### src/rtl/gpio_bank_pkg.sv
package gpio_bank_pkg;

    // Number of ports in a bank; fixed by the two port-select address bits.
    localparam int NPORTS = 4;

    // Register groups, value equals address bits [5:4].
    typedef enum logic [1:0] {
        GRP_CFG = 2'd0,
        GRP_OE  = 2'd1,
        GRP_OUT = 2'd2,
        GRP_IN  = 2'd3
    } grp_e;

    // Decoded access.
    typedef struct packed {
        logic       hit;     // aligned and inside a mapped window
        logic       masked;  // inside the alias window
        grp_e       grp;
        logic [1:0] port;
    } dec_t;

endpackage

### src/rtl/gpio_bank_dec.sv
module gpio_bank_dec
    import gpio_bank_pkg::*;
#(
    parameter int ADDR_W   = 12,
    parameter int MASK_OFS = 'h800
) (
    input  logic [ADDR_W-1:0] addr,
    output dec_t              dec
);
    localparam logic [ADDR_W-1:0] OFS_V = ADDR_W'(MASK_OFS);

    logic plain_win;
    logic alias_win;
    logic aligned;

    always_comb begin
        plain_win  = (addr[ADDR_W-1:6] == '0);
        alias_win  = (addr[ADDR_W-1:6] == OFS_V[ADDR_W-1:6]);
        aligned    = (addr[1:0] == 2'b00);
        dec.grp    = grp_e'(addr[5:4]);
        dec.port   = addr[3:2];
        dec.masked = alias_win;
        dec.hit    = aligned && (plain_win || (alias_win && dec.grp != GRP_IN));
    end
endmodule

### src/rtl/gpio_bank_port.sv
module gpio_bank_port #(
    parameter int PIN_W = 8
) (
    input  logic               clk,
    input  logic               rst,
    input  logic               we_cfg,
    input  logic               we_oe,
    input  logic               we_out,
    input  logic               masked,
    input  logic [2*PIN_W-1:0] wbits,
    output logic [PIN_W-1:0]   cfg_q,
    output logic [PIN_W-1:0]   oe_q,
    output logic [PIN_W-1:0]   out_q
);
    logic [PIN_W-1:0] en;
    logic [PIN_W-1:0] val;
    logic [PIN_W-1:0] cfg_n, oe_n, out_n;

    always_comb begin
        val   = wbits[PIN_W-1:0];
        en    = masked ? wbits[2*PIN_W-1:PIN_W] : '1;
        cfg_n = (cfg_q & ~en) | (val & en);
        oe_n  = (oe_q  & ~en) | (val & en);
        out_n = (out_q & ~en) | (val & en);
    end

    always_ff @(posedge clk) begin
        if (rst) begin
            cfg_q <= '0;
            oe_q  <= '0;
            out_q <= '0;
        end else begin
            if (we_cfg) cfg_q <= cfg_n;
            if (we_oe)  oe_q  <= oe_n;
            if (we_out) out_q <= out_n;
        end
    end
endmodule

### src/rtl/gpio_bank_sync.sv
module gpio_bank_sync #(
    parameter int WIDTH  = 32,
    parameter int STAGES = 2
) (
    input  logic             clk,
    input  logic             rst,
    input  logic [WIDTH-1:0] d,
    output logic [WIDTH-1:0] q
);
    logic [STAGES-1:0][WIDTH-1:0] chain;

    genvar s;
    generate
        for (s = 0; s < STAGES; s++) begin : g_stage
            always_ff @(posedge clk) begin
                if (rst)         chain[s] <= '0;
                else if (s == 0) chain[s] <= d;
                else             chain[s] <= chain[(s == 0) ? 0 : s-1];
            end
        end
    endgenerate

    assign q = chain[STAGES-1];
endmodule

### src/rtl/gpio_bank.sv
module gpio_bank
    import gpio_bank_pkg::*;
#(
    parameter int PIN_W    = 8,
    parameter int ADDR_W   = 12,
    parameter int MASK_OFS = 'h800
) (
    input  logic                    clk,
    input  logic                    rst,
    input  logic                    bus_wr,
    input  logic [ADDR_W-1:0]       bus_addr,
    input  logic [31:0]             bus_wdata,
    output logic [31:0]             bus_rdata,
    input  logic [NPORTS*PIN_W-1:0] pad_in,
    output logic [NPORTS*PIN_W-1:0] pad_out,
    output logic [NPORTS*PIN_W-1:0] pad_oe
);
    localparam int PADS = NPORTS * PIN_W;

    dec_t dec;
    logic wr_hit;
    logic [NPORTS-1:0][PIN_W-1:0] cfg_q, oe_q, out_q;
    logic [PADS-1:0]  in_sync;
    logic [PIN_W-1:0] rd_port;
    logic             unused_wdata_hi;

    assign unused_wdata_hi = ^bus_wdata[31:2*PIN_W];

    gpio_bank_dec #(.ADDR_W(ADDR_W), .MASK_OFS(MASK_OFS)) u_dec (
        .addr (bus_addr),
        .dec  (dec)
    );

    assign wr_hit = bus_wr && dec.hit;

    genvar p;
    generate
        for (p = 0; p < NPORTS; p++) begin : g_port
            logic sel;
            assign sel = wr_hit && (dec.port == 2'(p));
            gpio_bank_port #(.PIN_W(PIN_W)) u_port (
                .clk    (clk),
                .rst    (rst),
                .we_cfg (sel && dec.grp == GRP_CFG),
                .we_oe  (sel && dec.grp == GRP_OE),
                .we_out (sel && dec.grp == GRP_OUT),
                .masked (dec.masked),
                .wbits  (bus_wdata[2*PIN_W-1:0]),
                .cfg_q  (cfg_q[p]),
                .oe_q   (oe_q[p]),
                .out_q  (out_q[p])
            );
        end
    endgenerate

    gpio_bank_sync #(.WIDTH(PADS), .STAGES(2)) u_sync (
        .clk (clk),
        .rst (rst),
        .d   (pad_in),
        .q   (in_sync)
    );

    always_comb begin
        rd_port = '0;
        if (dec.hit && !dec.masked) begin
            case (dec.grp)
                GRP_CFG: rd_port = cfg_q[dec.port];
                GRP_OE:  rd_port = oe_q[dec.port];
                GRP_OUT: rd_port = out_q[dec.port];
                default: rd_port = in_sync[dec.port*PIN_W +: PIN_W];
            endcase
        end
    end

    assign bus_rdata = 32'(rd_port);
    assign pad_out   = out_q;
    assign pad_oe    = cfg_q & oe_q;
endmodule

### config.mk
export PLATFORM = sky130hd
export DESIGN_NAME = gpio_bank
export DESIGN_NICKNAME = d
export VERILOG_FILES = /design/src/rtl/gpio_bank_pkg.sv /design/src/rtl/gpio_bank_dec.sv /design/src/rtl/gpio_bank_port.sv /design/src/rtl/gpio_bank_sync.sv /design/src/rtl/gpio_bank.sv
export SDC_FILE = /design/constraint.sdc
export NUM_CORES = 1
export LEC_CHECK = 0
export CORE_MARGIN = 4
export CORE_UTILIZATION = 50
export DETAILED_ROUTE_END_ITERATION = 7
export PLACE_DENSITY_LB_ADDON = 0.3
export SYNTH_ARGS = -nofsm -noshare
export SYNTH_HDL_FRONTEND = slang
export SYNTH_SLANG_ARGS = --single-unit
### constraint.sdc
create_clock -name clk -period 7.6 [get_ports clk]
set_clock_uncertainty 0.15 [all_clocks]
set_input_delay 2.28 -clock clk [delete_from_list [all_inputs] [get_ports clk]]
set_output_delay 2.28 -clock clk [all_outputs]
set_load 0.01 [all_outputs]
# Word level (Yosys, flattened, before mapping)
# Cells that the tools add are included.
totals:
  ff_bits: 160
  inputBits: 79
  elab_cells: 85
classes:
  magnitude_cmp: 1
  n_eq_ne: 7
  shift: 1
  n_mux: 9
  n_bitwise: 27
  reduce_logical: 26
op_table:
  columns: ["op", "count"]
  rows:
  - ["$and 8x8->8", 13]
  - ["$or 8x8->8", 12]
  - ["$bmux 8 s2", 3]
  - ["$mux 8", 5]
  - ["$and 32x32->32", 1]
  - ["$shiftx 32x6->8", 1]
  - ["$pmux 8 s3", 1]
  - ["$logic_and 1x1->1", 20]
  - ["$not 8->8", 1]
  - ["$eq 2x2->1 const B", 3]
  - ["$eq 6x6->1 const B", 1]
  - ["$logic_not 2->1", 3]
  - ["$logic_not 6->1", 1]
  - ["$eq 2x1->1 const B", 2]
  - ["$lt 2x3->1 const B", 1]
  - ["$ne 2x2->1 const B", 1]
  - ["$logic_not 1->1", 1]
  - ["$logic_or 1x1->1", 1]

# Longest topological paths before layout
depth:
  ltp_word: 7
  ltp_mapped: 7

# By module
# From an unflattened synthesis, not the netlist that was laid out.
unflattened:
  cells_unflattened: 828
  hier_area_um2: 8194.1
modules_own_cells:
  columns: ["module", "n_inst", "cells_each", "area_per_inst_um2", "seq_area_each_um2"]
  rows:
  - ["gpio_bank_port", 4, 118, 1088.5, 480.5]
  - ["gpio_bank_sync", 1, 167, 2158.3, 1281.2]
  - ["gpio_bank", 1, 180, 1600.3, 0.0]
  - ["gpio_bank_dec", 1, 9, 81.3, 0.0]

# Worst setup path after synthesis
# OpenSTA, ideal clock, no wires.
synth_path:
  kind: "input-to-output"
  start: "input port bus_addr[4]"
  end: "output port bus_rdata[5]"
  arrival_time_ns: 3.794
  t_required_ns: 5.170
  slack_ns: 1.376
  path_stages: 5
  path_buffers: 2
  cell_sequence: "buf_4 buf_1 mux4_2 a211oi_1 a211oi_1"
synth_via:
  elab_chain_len: 6
  word_cells_on_any_way: 10
synth_rtl:
  columns: ["item", "line", "text"]
  rows:
  - ["start, declared", "gpio_bank.sv:11", "input logic [ADDR_W-1:0] bus_addr,"]
  - ["$ne 2x2->1", "gpio_bank_dec.sv:23", "dec.hit = aligned && (plain_win || (alias_win && dec.grp != GRP_IN));"]
  - ["$logic_and 1x1->1", "gpio_bank_dec.sv:23", null]
  - ["$logic_or 1x1->1", "gpio_bank_dec.sv:23", null]
  - ["$logic_and 1x1->1", "gpio_bank_dec.sv:23", null]
  - ["$logic_and 1x1->1", "gpio_bank.sv:65", "if (dec.hit && !dec.masked) begin"]
  - ["$mux 8 *", "gpio_bank.sv:65", null]
  - ["end, declared", "gpio_bank.sv:13", "output logic [31:0] bus_rdata,"]
# Mark *: on every way between the ends. The rest lies on a longest branch, timed or not.

# Worst setup path in the final report
layout_path:
  start: "input port bus_addr[4]"
  end: "output port bus_rdata[3]"
# Same word-level chain as after synthesis.

==> summary.txt <==
Run status
  – Status: complete, no violations

Clock network
  – CTS tree: done
  – Post-CTS Resized: 0
  – CTS Buf Count: 17
  – Clock sink count: between 150 and 200
  – Hold buffers post-CTS: 0
  – H-tree depth: 4
  – Max clock buf depth: 2
  – Clk_lat worst skew: ~0.42 ns
  – Clk root buf: clkbuf_16
  – Clock transition at the registers of the reported paths: around 0.06 ns
  – Postcts setup bufs: 0

Worst setup path
  – Crit path max fanout: 27
  – CP max-delay cell: buf_2
  – CP Launch Type: input port
  – CP Cell Sequence: buf_2 -> mux4_2 -> nor2b_1 -> a211oi_1 -> a211oi_1 -> clkdlybuf4s50_1
  – CP Class: input port to primary output
  – Crit. End Element: primary output
  – Arrival time at the worst endpoint: about 4.7 ns
  – R2r setup slk: 6.62 ns
  – Required @ worst endpoint: between 5 and 6 ns
  – Critical path's largest stage delay: roughly 0.71 ns
  – Cell mode on critical path: a211oi_1

Synth
  – EDFF count, synth: 0
  – Synth Warn #: 0
  – Synth top area cells: dfxtp_1, mux4_2, a21bo_1
  – Main flop type after synthesis: dfxtp_1
  – Async set-reset flop share out of synthesis: 0%
  – Average size of a mapped cell: just over 10 sq um
  – Top cells by count, synth: dfxtp_1, nand3_1, nor2b_1
  – Leading area contributor after synthesis: dfxtp_1
  – Number of synthesized register bits: 160
  – Post-synthesis sequential area ratio: 41.2%
  – Post-synth top area share: between 40% and 50%
  – Syn Inst Count: between 700 and 800
  – Synthesized area: 7770 sq um
  – Count leader, synth: dfxtp_1
  – Library cells used by synthesis: 33

Power
  – Leak: roughly 3.3 nW
  – Cell Pwr Density: 190 nW/um^2
  – VDD IR max: between 0.15 and 0.2 mV
  – Final total power: ~0.0018 W

Layout
  – # diodes: 0
  – Design Area, Final: between 9000 and 10000 sq um
  – Nets@finish: a little over 900
  – Util after Layout: about 62%
  – Storage cell area: roughly 3200 sq um
  – Area growth, synth to finish: 21.3%
  – # fillers: 1236
  – Share of layout cells above drive strength 1: between 10 and 15%
  – Area of the multi-input gates: 4070 sq um

Global route
  – Initial antenna violation count: 0
  – Met3 usage: about 6.7%
  – Total grt overflow: 0
  – First-pass GRT wire length: between 30000 and 40000 microns
  – Top Usage Layer GRT: met2
  – Met1 Track Usage GR: a little over a quarter
  – Via count of the first global-routing pass: about 6k
  – Grt met2 use: a little over a third
  – Total Routing Usage GR: approximately 22%
  – Largest net degree at the start of global routing: 115

Route
  – Via density: around 5.8
  – Drt total wl: between 15000 and 20000 microns
  – DRC violations left: 0
  – DRT Pass-1 Iters: 5
  – Vias: a little over 6k
  – Post-DRT Antenna Nets: 0
  – Wire length per cell: 18.6 microns
  – Iter 0 DRT Violations: just over 500

STA
  – Hold Vio Cnt, Final: 0
  – Worst Max-Slew Pin Slew: ~1.1 ns
  – Achievable Freq: ~0.14 GHz
  – Minimum clock period: 7.10 ns
  – Slew HR: between 20% and 30%
  – RSZ-0062 raised after global routing: false
  – Final setup vio count: 0
  – Total negative slack: 0 ns
  – Fin crit share: between 90% and 100%
  – Final Max Slew Viols: 0

Place
  – Port buffer count: 134
  – Post-DP HPWL: about 13000 microns
  – Area after DPL: slightly below 9000 sq um
  – GPL Wtd Cong: between 0.8 and 0.9

Floorplan
  – Initial Util: roughly half
  – Core Region: approximately 15000 sq um
  – Cell Rows: 45
  – IO Pins: ~180
  – Die height: 133 microns
  – Die Wd: approximately 130 microns
  – Die ar.: 17600 sq um

Flow run
  – Max-cap violations: 0

Worst hold path
  – Min-Delay Path Class: register to register
==> placed cells by master (no fill, tap or decap), types with 24 or more instances in the layout <==
cell	instances
dfxtp_1	160
clkdlybuf4s50_1	130
nand3_1	81
nor2b_1	80
a21oi_1	75
a21bo_1	57
and2_1	32
mux4_2	32
conb_1	24
==> where the power goes <==
part	internal, W	switching, W
combinational	0.0000535	0.0000654
clock	0.000455	0.000358
sequential	0.000854	0.00000311
total	0.00136	0.000427
==> logic make-up (layout without fill, tap and decap cells) <==
kind of cell	Yosys count	after routing	share of synthesized area, %
flops	160	160	41.2
other cells	1	24	0.0483
compound gates	188	188	17.4
simple gates	258	258	22.2
mux	50	50	11.6
buf+inv	97	170	7.49
==> per-layer routing <==
layer,part of all wire [%],vias to the layer above
met1,41,2885
met4,2.8,0
met3,9.1,41
met5,0,-
met2,47,297
li1,-,2818
==> final timing paths <==
check | startpoint | end | depth (start not counted)
hold reg to reg | u_sync.chain[22] | u_sync.q[22] | 1
setup reg to reg | register | register | 3
hold / removal | u_sync.chain[22] | u_sync.q[22] | 1
setup / recovery | bus_addr[4] | bus_rdata[3] | 6
==> metrics by stage <==
| stage | hold WS (ns) | std cells | setup slack [ns] |
|---|---|---|---|
| finish | 0.284 | 1038 | 0.503 |
| global route | 0.299 | 1038 | 0.375 |
| CTS | 0.287 | 1038 | 0.524 |
| detailed placement | 0.272 | 1006 | 0.518 |
| global placement | 0.273 | 1006 | 0.514 |
| floorplan | 0.264 | 777 | 1.38 |
==> worst max-delay path: cells and delay by family <==
family | cells | cell delay, ns
buf+inv | 2 | 1.24
mux | 1 | 0.59
compound gates | 2 | 0.39
simple gates | 1 | 0.14
==> final cells by class <==
class	count	area share, %
Tap cell	188	2.50
Clock inverter	14	1.41
Clock buffer	18	4.55
Multi-Input combinational cell	520	43.2
Timing Repair Buffer	138	14.4
Sequential cell	160	34.0
(Power assumes the default switching activity.)
